<file path="src/rtl/dly_txn_tracker.sv">
module dly_txn_tracker #(
  parameter int DEPTH = 4,
  parameter int AW    = 32,
  parameter int DW    = 32,
  parameter int CW    = 4,
  parameter int TW    = 8,
  localparam int IW   = (DEPTH > 1) ? $clog2(DEPTH) : 1
) (
  input  logic             clk,
  input  logic             rst_n,
  input  logic [TW-1:0]    tmo_val,
  input  logic             req_vld,
  input  logic [AW-1:0]    req_addr,
  input  logic [CW-1:0]    req_cmd,
  input  logic             req_wr,
  input  logic [DW-1:0]    req_data,
  output logic             rsp_hit,
  output logic             rsp_ready,
  output logic             rsp_retry,
  output logic             rsp_queued,
  output logic [IW-1:0]    rsp_idx,
  input  logic             cpl_vld,
  input  logic [IW-1:0]    cpl_idx,
  input  logic             fin_vld,
  input  logic [IW-1:0]    fin_idx,
  output logic             q_full,
  output logic [DEPTH-1:0] vld_vec
);

  logic [DEPTH-1:0] vld_q, done_q, wr_q, hit_v;
  logic [AW-1:0]    addr_q [DEPTH];
  logic [CW-1:0]    cmd_q  [DEPTH];
  logic [DW-1:0]    data_q [DEPTH];
  logic [TW-1:0]    cnt_q  [DEPTH];
  logic [IW-1:0]    hit_idx, free_idx;
  logic             alloc_en;

  always_comb begin
    for (int i = 0; i < DEPTH; i++)
      hit_v[i] = vld_q[i] && addr_q[i] == req_addr && cmd_q[i] == req_cmd &&
                 wr_q[i] == req_wr && (!req_wr || data_q[i] == req_data);
    hit_idx  = '0;
    free_idx = '0;
    for (int i = DEPTH - 1; i >= 0; i--) begin
      if (hit_v[i])  hit_idx  = IW'(i);
      if (!vld_q[i]) free_idx = IW'(i);
    end
  end

  assign q_full     = &vld_q;
  assign vld_vec    = vld_q;
  assign rsp_hit    = req_vld && |hit_v;
  assign rsp_ready  = rsp_hit && done_q[hit_idx];
  assign rsp_retry  = req_vld && !rsp_ready;
  assign alloc_en   = req_vld && !(|hit_v) && !q_full;
  assign rsp_queued = alloc_en;
  assign rsp_idx    = rsp_hit ? hit_idx : free_idx;

  always_ff @(posedge clk or negedge rst_n) begin
    if (!rst_n) begin
      vld_q  <= '0;
      done_q <= '0;
      wr_q   <= '0;
      for (int i = 0; i < DEPTH; i++) begin
        addr_q[i] <= '0;
        cmd_q[i]  <= '0;
        data_q[i] <= '0;
        cnt_q[i]  <= '0;
      end
    end else begin
      for (int i = 0; i < DEPTH; i++) begin
        if (alloc_en && free_idx == IW'(i)) begin
          vld_q[i]  <= 1'b1;
          done_q[i] <= 1'b0;
          wr_q[i]   <= req_wr;
          addr_q[i] <= req_addr;
          cmd_q[i]  <= req_cmd;
          data_q[i] <= req_data;
        end else if ((vld_q[i] && done_q[i] && cnt_q[i] == '0) ||
                     (fin_vld && fin_idx == IW'(i))) begin
          vld_q[i]  <= 1'b0;
          done_q[i] <= 1'b0;
        end else if (cpl_vld && cpl_idx == IW'(i) && vld_q[i]) begin
          done_q[i] <= 1'b1;
          cnt_q[i]  <= tmo_val;
        end else if (done_q[i] && cnt_q[i] != '0) begin
          cnt_q[i]  <= cnt_q[i] - 1'b1;
        end
      end
    end
  end


  alloc_takes_chk: assert property (@(posedge clk) disable iff (!rst_n)
    rsp_queued |=> vld_q[$past(rsp_idx)]);


  full_no_store_chk: assert property (@(posedge clk) disable iff (!rst_n)
    (req_vld && q_full && !rsp_hit) |-> (rsp_retry && !rsp_queued));


  pending_retry_chk: assert property (@(posedge clk) disable iff (!rst_n)
    (rsp_hit && !rsp_ready) |-> (rsp_retry && !rsp_queued));


  cpl_marks_chk: assert property (@(posedge clk) disable iff (!rst_n)
    (cpl_vld && vld_q[cpl_idx] && !(fin_vld && fin_idx == cpl_idx)) |=> done_q[$past(cpl_idx)]);


  fin_frees_chk: assert property (@(posedge clk) disable iff (!rst_n)
    (fin_vld && vld_q[fin_idx]) |=> !vld_q[$past(fin_idx)]);

endmodule

</file>
<file path="config.mk">
export PLATFORM = sky130hd
export DESIGN_NAME = dly_txn_tracker
export DESIGN_NICKNAME = d
export VERILOG_FILES = /design/src/rtl/dly_txn_tracker.sv
export SDC_FILE = /design/constraint.sdc
export NUM_CORES = 1
export LEC_CHECK = 0
export BUFFER_PORTS_ARGS = -buffer_cell sky130_fd_sc_hd__buf_4
export CAP_MARGIN = 20
export CORE_MARGIN = 1
export CORE_UTILIZATION = 30
export DETAILED_ROUTE_END_ITERATION = 16
export PLACE_DENSITY_LB_ADDON = 0.05
export SLEW_MARGIN = 20
export SYNTH_ARGS = -nofsm -noshare
export SYNTH_HDL_FRONTEND = slang
export SYNTH_SLANG_ARGS = --single-unit
</file>
<file path="constraint.sdc">
create_clock -name clk -period 3 [get_ports clk]
set_clock_uncertainty 0.15 [all_clocks]
set_input_delay 0.15 -clock clk [delete_from_list [all_inputs] [get_ports clk]]
set_output_delay 0.15 -clock clk [all_outputs]
set_load 0.01 [all_outputs]
</file>
==> reports/qor.csv, run 1 <==
stage,metric,value,unit
power_and_ir_drop,Pwr per Cell Area,953.4,mW/mm²
finish,area occupied by multi-input gates,0.008085,mm²
die,core area,0.05403,mm²
worst_setup_path,"most used cell, CP",buf_6,
global_routing,all-layer global routing usage,20.34,%
hold_path,HP Start,cpl_idx[0],
worst_setup_path,crit path launch,data_q[75],
worst_setup_path,worst-path cell chain,"xnor2_2, nand4_1, nor4_4, a31oi_4, buf_6, or2_4, or3_4, o211a_4, and2_4, buf_6",
clock_tree,TritonCTS clock tree,done,
synthesis,Avg Inst Size Synth,11.76,µm²
power_and_ir_drop,Peak VDD IR,0.4079,mV
route,Initial DRC Count,510,
route,Residual DRC,0,
worst_setup_path,worst-path fanout max,3,
clock_tree,Num CTS Buffers,42,
global_routing,first-pass GRT wire length,83.54,mm
finish,"commonest non-fill, non-tap cell in the layout",dfrtp_1,
worst_setup_path,CP Class,reg2out,
finish,Nets,1735,
sta,Tightest Pin Transition,0.8591,ns
clock_tree,worst skew pair latency,0.57,ns
route,via count,11596,
finish,synthesis-to-finish area growth,30.20,%
power_and_ir_drop,share of power burned in registers,38.8,%
place,IO buf count,96,
power_and_ir_drop,overall power,20440,µW
status,failing checks,negative setup slack,
global_routing,initial antenna violation count,2,
route,DRT antenna net count,0,
die,row count,85,
die,initial core utilization,30.48,%
route,first-pass detailed-route iteration total,5,
sta,post-route minimum period,3.409,ns
synthesis,synth warn,0,
clock_tree,CTS H-tree lvls,2,
synthesis,Gate Count Post-Synth,1400,
clock_tree,TritonCTS Sinks,316,
hold_path,HP Class,in2reg,
power_and_ir_drop,leak pwr,0.008797,µW
global_routing,GRT overflow,0,
die,DIE HEIGHT,236.3,µm
die,Horiz. Die Dim,236.3,µm
synthesis,synthesized flop and latch total,316,
clock_tree,Clock Tree Root,clkbuf_16,
sta,Final Cycle Share,113.6,%
synthesis,fraction of registers with async set/reset,100.0,%
die,io pins,97,
worst_setup_path,WP buf/inv,2,
synthesis,"Net Count, Synth",1494,
worst_setup_path,Startpoint Class,flip-flop,
finish,# fillers,5271,
die,die area,0.05583,mm²
finish,final core occ,39.68,%
synthesis,Post-synth EDFFs,0,
power_and_ir_drop,Sw Share,33.44,%
power_and_ir_drop,clock share of power,24.3,%
sta,RSZ-0062 raised after global routing,yes,
finish,most frequent cells in the layout,"dfrtp_1, mux2_2, buf_4",
route,via/cell ratio,4.899,
global_routing,vias in the first global route,11999,
synthesis,sequential area share after synthesis,48.02,%
worst_setup_path,CP required,2.70,ns
worst_setup_path,WP data arrival,3.11,ns
finish,share of cells above drive strength 1,36.89,%
sta,Peak Freq,293.3,MHz
route,WL per Instance,23.65,µm
route,Routed WL,55.97,mm
synthesis,"Distinct cells, synth",61,
global_routing,largest net degree at the start of global routing,72,
worst_setup_path,Crit-path slowest cell,dfrtp_1,
synthesis,synthesized cell area,0.01647,mm²
finish,register area,0.007908,mm²
power_and_ir_drop,Internal Power,13600,µW
power_and_ir_drop,switching pwr,6836,µW
flow_run,MaxCap Viol Count,0,
sta,worst hold slack,0.05208,ns
power_and_ir_drop,combinational group share of total power,36.9,%
sta,Worst Slack Setup Final,-0.4092,ns
worst_setup_path,worst r2r src,addr_q[107],
worst_setup_path,largest delay contributor family on the critical path,simple AND/OR/NAND/NOR gates,
place,gpl congestion,0.7951,
status,status,"complete, but fails checks",
sta,Final setup viols,287,
sta,max-slew violation count,0,
worst_setup_path,CP Capture Type,output port,
sta,"Hold Vio Cnt, Final",0,
synthesis,prevailing post-synth register cell,dfrtp_1,
clock_tree,Max clock buf depth,3,
worst_setup_path,"Largest stage delay, worst path",0.40,ns
clock_tree,"Reg clk slew, reported paths",0.06,ns
place,DP Wirelength,33.09,mm
sta,Slew Limit Headroom,42.51,%
-- cell families after synthesis --
logic type,share of synthesized area [%]
buffers and inverters,5.030
muxes,18.59
AOI/OAI and AO/OA,5.463
DFF,48.02
xor gates and xnor gates,13.94
and+or+nand+nor,8.358
adders and majority gates,0.6079
-- per-layer routing --
layer	track usage, %	wire, µm
met5	0	13
met4	5.018	898
met3	2.680	1798
met2	31.49	25140
met1	29.78	28120
-- power by group through the flow --
stage | logic [µW] | clock network, µW | registers [µW]
5_1_grt | 8200 | 5300 | 8250
6_report | 7540 | 4970 | 7930
2_1_floorplan | 5060 | 0 | 7650
4_1_cts | 7470 | 5170 | 7930
3_5_place_dp | 6870 | 0 | 7970
3_3_place_gp | 6820 | 0 | 7910
-- layout make-up --
cell class | count | share of cell area [%]
antenna | 1 | 0.01167
clock buffer | 63 | 5.836
clock inverter | 10 | 0.4493
inverter | 30 | 0.5252
multi-input combinational | 939 | 37.71
sequential | 316 | 36.88
tap | 696 | 4.062
timing repair buffer | 312 | 14.52
-- cells in the mapped netlist, drive strengths merged (8+ instances only) --
| cell | n | area share (%) |
|---|---|---|
| dfrtp | 316 | 48 |
| mux2 | 270 | 18 |
| xnor2 | 183 | 9.7 |
| buf | 106 | 4.1 |
| xor2 | 79 | 4.2 |
| o21ai | 58 | 1.8 |
| nand4 | 56 | 2.1 |
| nor2 | 44 | 1.1 |
| nand2 | 36 | 0.82 |
| a21oi | 35 | 1.1 |
| nor4 | 32 | 1.2 |
| inv | 30 | 0.68 |
| nor3 | 26 | 0.98 |
| nand3 | 24 | 0.73 |
| clkbuf | 10 | 0.23 |
| nand2b | 10 | 0.38 |
| a31oi | 9 | 0.38 |
| ha | 8 | 0.61 |
-- sequential cells by signal, indices dropped and copies added (netlist names) --
name / count
done_q: 4
addr_q: 128
wr_q: 4
vld_vec: 4
cmd_q: 16
cnt_q: 32
data_q: 128
-- worst paths after layout --
check	to	slack, ns	depth (start not counted)
setup reg to reg	cnt_q[25]	-0.22	13
hold reg to reg	addr_q[116]	0.35	2
setup / recovery	rsp_ready	-0.41	10
hold / removal	done_q[2]	0.05	4
max in group asynchronous	data_q[50]	1.96	4
min in group asynchronous	addr_q[46]	0.12	3
-- through the flow --
| step | TNS [ns] | cell area [µm²] | setup WS [ns] | instances |
|---|---|---|---|---|
| floorplan | 0 | 16470 | 0.4997 | 1400 |
| global placement | -89.80 | 18380 | -0.3876 | 2179 |
| detailed placement | -104.45 | 18380 | -0.4191 | 2179 |
| CTS | -43.51 | 21200 | -0.4450 | 2359 |
| global route | -62.53 | 21440 | -0.5720 | 2366 |
| finish | -29.06 | 21440 | -0.4092 | 2367 |
-- worst reg2reg max path: stages (launching register included) --
cell and delay, ns:
dfrtp_1 0.40, xnor2_2 0.29, nand4_1 0.27, nor4_2 0.23, buf_4 0.16, nand4_1 0.11
buf_4 0.18, o22ai_2 0.19, nor3_4 0.10, buf_12 0.14, buf_4 0.13, a31oi_2 0.24
a21boi_4 0.35, mux2i_1 0.21
-- what timing repair did --
item                       in CTS  in global routing
setup buffers                   9                  4
cloned                          7                  3
setup endpoints to repair     322                321
resized for setup              47                 19
pin swaps                      16                 15
hold endpoints to repair      618                  0
hold buffers                   91                  0
No activity file was read; power rests on OpenSTA's default activity.
==> run 2, diff against run 1 <==
--- a/config.mk
+++ b/config.mk
@@ -8,7 +8,7 @@
 export BUFFER_PORTS_ARGS = -buffer_cell sky130_fd_sc_hd__buf_4
 export CAP_MARGIN = 20
 export CORE_MARGIN = 1
-export CORE_UTILIZATION = 30
+export CORE_UTILIZATION = 60
 export DETAILED_ROUTE_END_ITERATION = 16
 export PLACE_DENSITY_LB_ADDON = 0.05
 export SLEW_MARGIN = 20
==> reports/qor.csv, run 2 (synthesis results as in run 1) <==
stage,metric,value,unit,change
sta,worst hold slack,0.02769,ns,-0.02440 ns
global_routing,largest net degree at the start of global routing,65,,-9.7%
clock_tree,worst skew pair latency,0.52,ns,-0.05 ns
status,status,"complete, but fails checks",,
power_and_ir_drop,Peak VDD IR,0.5975,mV,+46%
status,failing checks,negative setup slack,,
sta,max-slew violation count,0,,unchanged
power_and_ir_drop,share of power burned in registers,38.1,%,-0.7 points
die,row count,60,,-29%
route,WL per Instance,26.50,µm,+12%
global_routing,GRT overflow,0,,unchanged
place,"Cell Area, Placed",0.01742,mm²,-5.2%
route,first-pass detailed-route iteration total,6,,+1
sta,Final Cycle Share,112.2,%,-1.4 points
die,die area,0.02811,mm²,-50%
clock_tree,TritonCTS Sinks,316,,unchanged
worst_setup_path,CP Class,reg2out,,
place,IO buf count,96,,unchanged
power_and_ir_drop,Sw Share,34.10,%,+0.65 points
worst_setup_path,worst-path fanout max,2,,-1
place,pre-CTS setup slack,-0.1588,ns,+0.2603 ns
power_and_ir_drop,Internal Power,14040,µW,+3.2%
route,Initial DRC Count,1277,,+150%
route,via/cell ratio,6.319,,+29%
route,DRT antenna net count,0,,unchanged
global_routing,GRT met2 Usage,56.41,%,+25 points
clock_tree,TritonCTS clock tree,done,,
clock_tree,Clock Tree Root,clkbuf_16,,
power_and_ir_drop,leak pwr,0.009505,µW,+8.0%
sta,Tightest Pin Transition,0.9491,ns,+0.08995 ns
worst_setup_path,R2R cell count,13,,unchanged
global_routing,M3 GR Usage,6.594,%,+3.9 points
route,Residual DRC,0,,unchanged
finish,Top Registers,"addr_q x128, data_q x128, cnt_q x32",,
die,core area,0.02695,mm²,-50%
sta,Peak Freq,297.0,MHz,+1.2%
finish,"commonest non-fill, non-tap cell in the layout",dfrtp_1,,
sta,Final setup viols,221,,-23%
sta,Worst Slack Setup Final,-0.3672,ns,+0.04198 ns
clock_tree,CTS H-tree lvls,2,,unchanged
worst_setup_path,WP buf/inv,2,,unchanged
hold_path,HP Class,in2async,,
power_and_ir_drop,combinational group share of total power,42.2,%,+5.3 points
clock_tree,"Reg clk slew, reported paths",0.06,ns,about the same
power_and_ir_drop,switching pwr,7263,µW,+6.2%
worst_setup_path,worst r2r src,addr_q[54],,
clock_tree,Num CTS Buffers,35,,-17%
place,gpl congestion,0.8798,,+11%
die,DIE HEIGHT,167.7,µm,-29%
worst_setup_path,CP required,2.70,ns,about the same
power_and_ir_drop,Pwr per Cell Area,978.4,mW/mm²,+2.6%
global_routing,all-layer global routing usage,36.65,%,+16 points
sta,RSZ-0062 raised after global routing,yes,,
clock_tree,Max clock buf depth,3,,unchanged
route,via count,12637,,+9.0%
finish,most frequent cells in the layout,"dfrtp_1, xnor2_1, mux2_4",,
worst_setup_path,WP data arrival,3.07,ns,-0.04 ns
sta,Slew Limit Headroom,36.49,%,-6.0 points
worst_setup_path,"Largest stage delay, worst path",0.41,ns,about the same
finish,synthesis-to-finish area growth,32.21,%,
worst_setup_path,largest delay contributor family on the critical path,simple AND/OR/NAND/NOR gates,,
die,initial core utilization,61.10,%,+31 points
finish,share of cells above drive strength 1,37.58,%,+0.69 points
global_routing,GRT Max-Usage Layer,met2,,
global_routing,met1 Use GR,52.78,%,+23 points
sta,post-route minimum period,3.367,ns,-0.04198 ns
power_and_ir_drop,clock share of power,19.7,%,-4.6 points
die,io pins,97,,unchanged
die,Horiz. Die Dim,167.7,µm,-29%
flow_run,MaxCap Viol Count,0,,unchanged
worst_setup_path,R2R setup slack,-0.22,ns,about the same
global_routing,first-pass GRT wire length,76.97,mm,-7.9%
worst_setup_path,Crit-path slowest cell,dfrtp_1,,
finish,final core occ,80.78,%,+41 points
worst_setup_path,reg2reg end,cnt_q[31],,
worst_setup_path,worst-path cell chain,"xnor2_2, nand4_1, nor4_2, a31oi_2, buf_4, or2_4, or3_1, o211a_1, and2_4, buf_6",,
global_routing,initial antenna violation count,1,,-1
sta,"Hold Vio Cnt, Final",0,,unchanged
finish,final instance area,0.02177,mm²,+1.5%
global_routing,vias in the first global route,12559,,+4.7%
route,Routed WL,53.00,mm,-5.3%
worst_setup_path,Startpoint Class,flip-flop,,
place,DP Wirelength,25.99,mm,-21%
finish,Nets,1727,,-0.46%
worst_setup_path,CP Capture Type,output port,,
[run 2: how the worst max path moves through the flow]
stage                from          to  slack (ns)  cells after the start
2_1_floorplan  data_q[52]  addr_q[76]        0.50                     10
3_3_place_gp   addr_q[54]  addr_q[69]       -0.15                      9
3_5_place_dp   addr_q[54]  addr_q[80]       -0.16                      9
4_1_cts        data_q[75]   rsp_ready       -0.34                     10
5_1_grt        addr_q[85]   rsp_ready       -0.46                     10
6_report       data_q[75]   rsp_ready       -0.37                     10
[run 2: power groups by stage]
stage          clock (µW)  combinational [µW]  sequential (µW)
2_1_floorplan           0                5060             7650
3_3_place_gp            0                6320             7860
6_report             4190                8990             8120
5_1_grt              4380                9540             8360
3_5_place_dp            0                6460             7980
4_1_cts              4200                8230             7980
[run 2: stage by stage]
stage	total power, µW	std cells	TNS, ns
detailed placement	14440	1772	-20.71
global route	22280	2000	-42.35
floorplan	12720	1400	0
global placement	14180	1772	-15.49
CTS	20410	1983	-20.10
finish	21300	2000	-17.77
[run 2: cell type report]
type / instances / area [µm²]
multi-input cells: 939 / 8698
flip-flops and latches: 316 / 7908
fillers: 1520 / 5180
repair buffers: 311 / 3532
clock buffers: 52 / 1001
well taps: 341 / 426.7
inverters: 30 / 112.6
clock inverters: 10 / 90.09
diodes: 1 / 2.502
[run 2: timing repair]
| action | in CTS | in global routing |
|---|---|---|
| buffers inserted | 39 | 20 |
| hold buffers | 89 | 0 |
| cloned | 23 | 15 |
| setup endpoints to repair | 275 | 318 |
| pin swaps | 27 | 35 |
| hold endpoints to repair | 607 | 0 |
| gates resized for setup | 204 | 113 |
[run 2: metal layers]
metal	part of all wire, %	wire length [µm]	vias to the layer above
met5	0	0	-
met4	3.8	1989	0
met3	9.0	4757	138
met2	45	23840	621
met1	42	22410	6532
li1	-	-	5346
==> run 3, diff against run 2 <==
--- a/config.mk
+++ b/config.mk
@@ -5,10 +5,12 @@
 export SDC_FILE = /design/constraint.sdc
 export NUM_CORES = 1
 export LEC_CHECK = 0
+export ABC_AREA = 1
 export BUFFER_PORTS_ARGS = -buffer_cell sky130_fd_sc_hd__buf_4
 export CAP_MARGIN = 20
 export CORE_MARGIN = 1
 export CORE_UTILIZATION = 60
+export CTS_CLUSTER_DIAMETER = 120
 export DETAILED_ROUTE_END_ITERATION = 16
 export PLACE_DENSITY_LB_ADDON = 0.05
 export SLEW_MARGIN = 20
==> reports/qor.csv, run 3 <==
stage,metric,value,unit,change
status,status,"complete, but fails checks",,
route,first-pass detailed-route iteration total,6,,unchanged
route,via/cell ratio,5.809,,-8.1%
route,WL per Instance,19.68,µm,-26%
synthesis,synthesized flop and latch total,316,,unchanged
worst_setup_path,CP Capture Type,output port,,
synthesis,"top cells by count, synth","nand2_1, dfrtp_1, inv_1",,
synthesis,largest cells by area after synthesis,"dfrtp_1, nand2_1, o21ai_0",,
sta,"Hold Vio Cnt, Final",0,,unchanged
place,gpl congestion,1.061,,+21%
worst_setup_path,"Largest stage delay, worst path",0.43,ns,+0.02 ns
worst_setup_path,WP buf/inv,1,,-1
synthesis,fraction of registers with async set/reset,100.0,%,unchanged
finish,synthesis-to-finish area growth,23.30,%,
finish,"commonest non-fill, non-tap cell in the layout",nand2_1,,
die,die area,0.03092,mm²,+10%
clock_tree,"Reg clk slew, reported paths",0.06,ns,about the same
global_routing,initial antenna violation count,1,,unchanged
power_and_ir_drop,Peak VDD IR,0.6917,mV,+16%
sta,max-slew violation count,0,,unchanged
synthesis,"Distinct cells, synth",40,,-34%
worst_setup_path,"most used cell, CP",nand2_1,,
finish,register area,0.007911,mm²,about the same
sta,Worst Slack Setup Final,-0.05356,ns,+0.3136 ns
finish,Nets,2785,,+61%
worst_setup_path,WP data arrival,2.75,ns,-0.32 ns
sta,Final Cycle Share,101.8,%,-10 points
power_and_ir_drop,Pwr per Cell Area,965.4,mW/mm²,-1.3%
clock_tree,worst skew pair latency,0.53,ns,about the same
synthesis,synthesized cell area,0.01813,mm²,+10%
synthesis,top-area cell type share of the netlist area,43.61,%,-4.4 points
synthesis,Avg Inst Size Synth,7.326,µm²,-38%
global_routing,first-pass GRT wire length,93.32,mm,+21%
worst_setup_path,worst-path cell chain,"xnor2_1, nand2_1, nor2_2, nand2_1, nor2_1, nand3_2, a21oi_2, nand2_1, nand2_2, nand2_2, nand2_1, nand3_2, nand2_1, a21oi_2, buf_4",,
synthesis,Gate Count Post-Synth,2475,,+77%
route,via count,18037,,+43%
clock_tree,Clock Tree Root,clkbuf_16,,
sta,post-route minimum period,3.054,ns,-0.3136 ns
die,initial core utilization,61.02,%,-0.084 points
clock_tree,Max clock buf depth,3,,unchanged
route,Routed WL,61.10,mm,+15%
finish,# fillers,2214,,+46%
place,IO buf count,96,,unchanged
synthesis,"count leader, synth",nand2_1,,
worst_setup_path,CP required,2.70,ns,about the same
sta,Tightest Pin Transition,1.111,ns,+0.1618 ns
die,core area,0.02972,mm²,+10%
clock_tree,Num CTS Buffers,36,,+2.9%
synthesis,largest area contributor in the netlist,dfrtp_1,,
worst_setup_path,Crit-path slowest cell,dfrtp_1,,
clock_tree,CTS H-tree lvls,2,,unchanged
synthesis,sequential area share after synthesis,43.61,%,-4.4 points
finish,# diodes,0,,-1
finish,area occupied by multi-input gates,0.009134,mm²,+5.0%
route,Residual DRC,0,,unchanged
global_routing,vias in the first global route,16790,,+34%
sta,Peak Freq,327.5,MHz,+10%
synthesis,prevailing post-synth register cell,dfrtp_1,,
worst_setup_path,largest delay contributor family on the critical path,simple AND/OR/NAND/NOR gates,,
global_routing,largest net degree at the start of global routing,96,,+48%
clock_tree,TritonCTS clock tree,done,,
synthesis,"Net Count, Synth",2569,,+72%
place,DP Wirelength,42.10,mm,+62%
sta,RSZ-0062 raised after global routing,yes,,
route,Initial DRC Count,2158,,+69%
status,failing checks,negative setup slack,,
global_routing,all-layer global routing usage,39.31,%,+2.7 points
hold_path,HP Class,in2reg,,
power_and_ir_drop,leak pwr,0.01087,µW,+14%
clock_tree,TritonCTS Sinks,316,,unchanged
worst_setup_path,Startpoint Class,flip-flop,,
place,pre-CTS setup slack,0.08893,ns,+0.2477 ns
synthesis,Post-synth EDFFs,0,,unchanged
route,DRT antenna net count,0,,unchanged
finish,most frequent cells in the layout,"nand2_1, dfrtp_1, inv_1",,
global_routing,GRT overflow,0,,unchanged
die,io pins,97,,unchanged
flow_run,MaxCap Viol Count,0,,unchanged
synthesis,synth warn,0,,unchanged
worst_setup_path,CP Class,reg2out,,
die,row count,63,,+5.0%
finish,share of cells above drive strength 1,17.02,%,-21 points
die,Horiz. Die Dim,175.8,µm,+4.9%
sta,Final setup viols,3,,-99%
finish,Top Registers,"addr_q x128, data_q x128, cnt_q x32",,
power_and_ir_drop,overall power,21580,µW,+1.3%
die,DIE HEIGHT,175.8,µm,+4.9%
worst_setup_path,worst-path fanout max,4,,+2
sta,Slew Limit Headroom,25.16,%,-11 points
[run 3: metal layers]
metal | GRT usage (%) | up-vias | part of all wire (%)
met5 | 0 | - | 0.015
met4 | 18.77 | 2 | 4.9
met3 | 5.152 | 164 | 8.4
met2 | 61.81 | 959 | 46
met1 | 53.95 | 8565 | 41
li1 | - | 8347 | -
[run 3: cells by family after synthesis]
family / count (synthesis) / synth area share [%]
compound gates: 419 / 11.74
fa+ha+maj: 8 / 0.5521
xor+xnor: 114 / 5.506
flops: 316 / 43.61
buf+inv: 358 / 9.081
simple gates: 1260 / 29.51
[run 3: report_power, final]
group	switching (µW)	internal, µW	leakage [µW]	total, µW
sequential	1700	6210	0.00398	7910
clock	1880	2920	0.000628	4800
combinational	5410	3470	0.00626	8870
total	8990	12600	0.0109	21600
[run 3: path summary, 6_finish.rpt]
path	from	endpoint	slack (ns)	cells after the start
worst max-delay path	addr_q[28]	rsp_retry	-0.05	15
worst min-delay path	req_cmd[3]	cmd_q[3]	0.01	4
worst max register to register	addr_q[122]	addr_q[45]	0.15	14
worst min register to register	cnt_q[28]	cnt_q[28]	0.33	2
max in group asynchronous	rst_n	cnt_q[23]	1.71	3
min in group asynchronous	rst_n	addr_q[46]	0.11	2
[run 3: repair_timing]
item                                    4_1_cts  5_1_grt
endpoints found under the hold margin       364        0
setup buffers                                 9       49
endpoints found under the setup margin        5        6
hold buffers                                 75        0
pin swaps                                    11       61
resized for setup                            52      122
gates cloned                                  0        3
[run 3: metrics by stage]
stage | area [µm²] | hold WS [ns] | std cells | setup TNS [ns] | util [%]
final | 22360 | 0.01001 | 3105 | -0.1193 | 75.23
after global routing | 22360 | 0.02373 | 3105 | -0.3643 | 75.23
after CTS | 21560 | 0.0008091 | 3054 | -0.008505 | 72.57
after detailed placement | 19230 | 0.1067 | 2908 | 0 | 64.73
after global placement | 19230 | 0.1044 | 2908 | 0 | 64.73
after floorplan | 18130 | -0.2956 | 2475 | 0 | -
[run 3: area by class of cell]
cell class | instances | share of cell area (%)
Clock buffer | 43 | 4.326
Clock inverter | 19 | 1.354
Inverter | 255 | 4.567
Multi-Input combinational cell | 1801 | 40.86
Sequential cell | 316 | 35.39
Tap cell | 390 | 2.183
Timing Repair Buffer | 278 | 11.26
Timing Repair inverter | 3 | 0.06716
[run 3: worst min-delay path, cell delays in order]
cell and delay (ns):
buf_4 0.09, inv_1 0.09, buf_4 0.16, o21ai_0 0.16
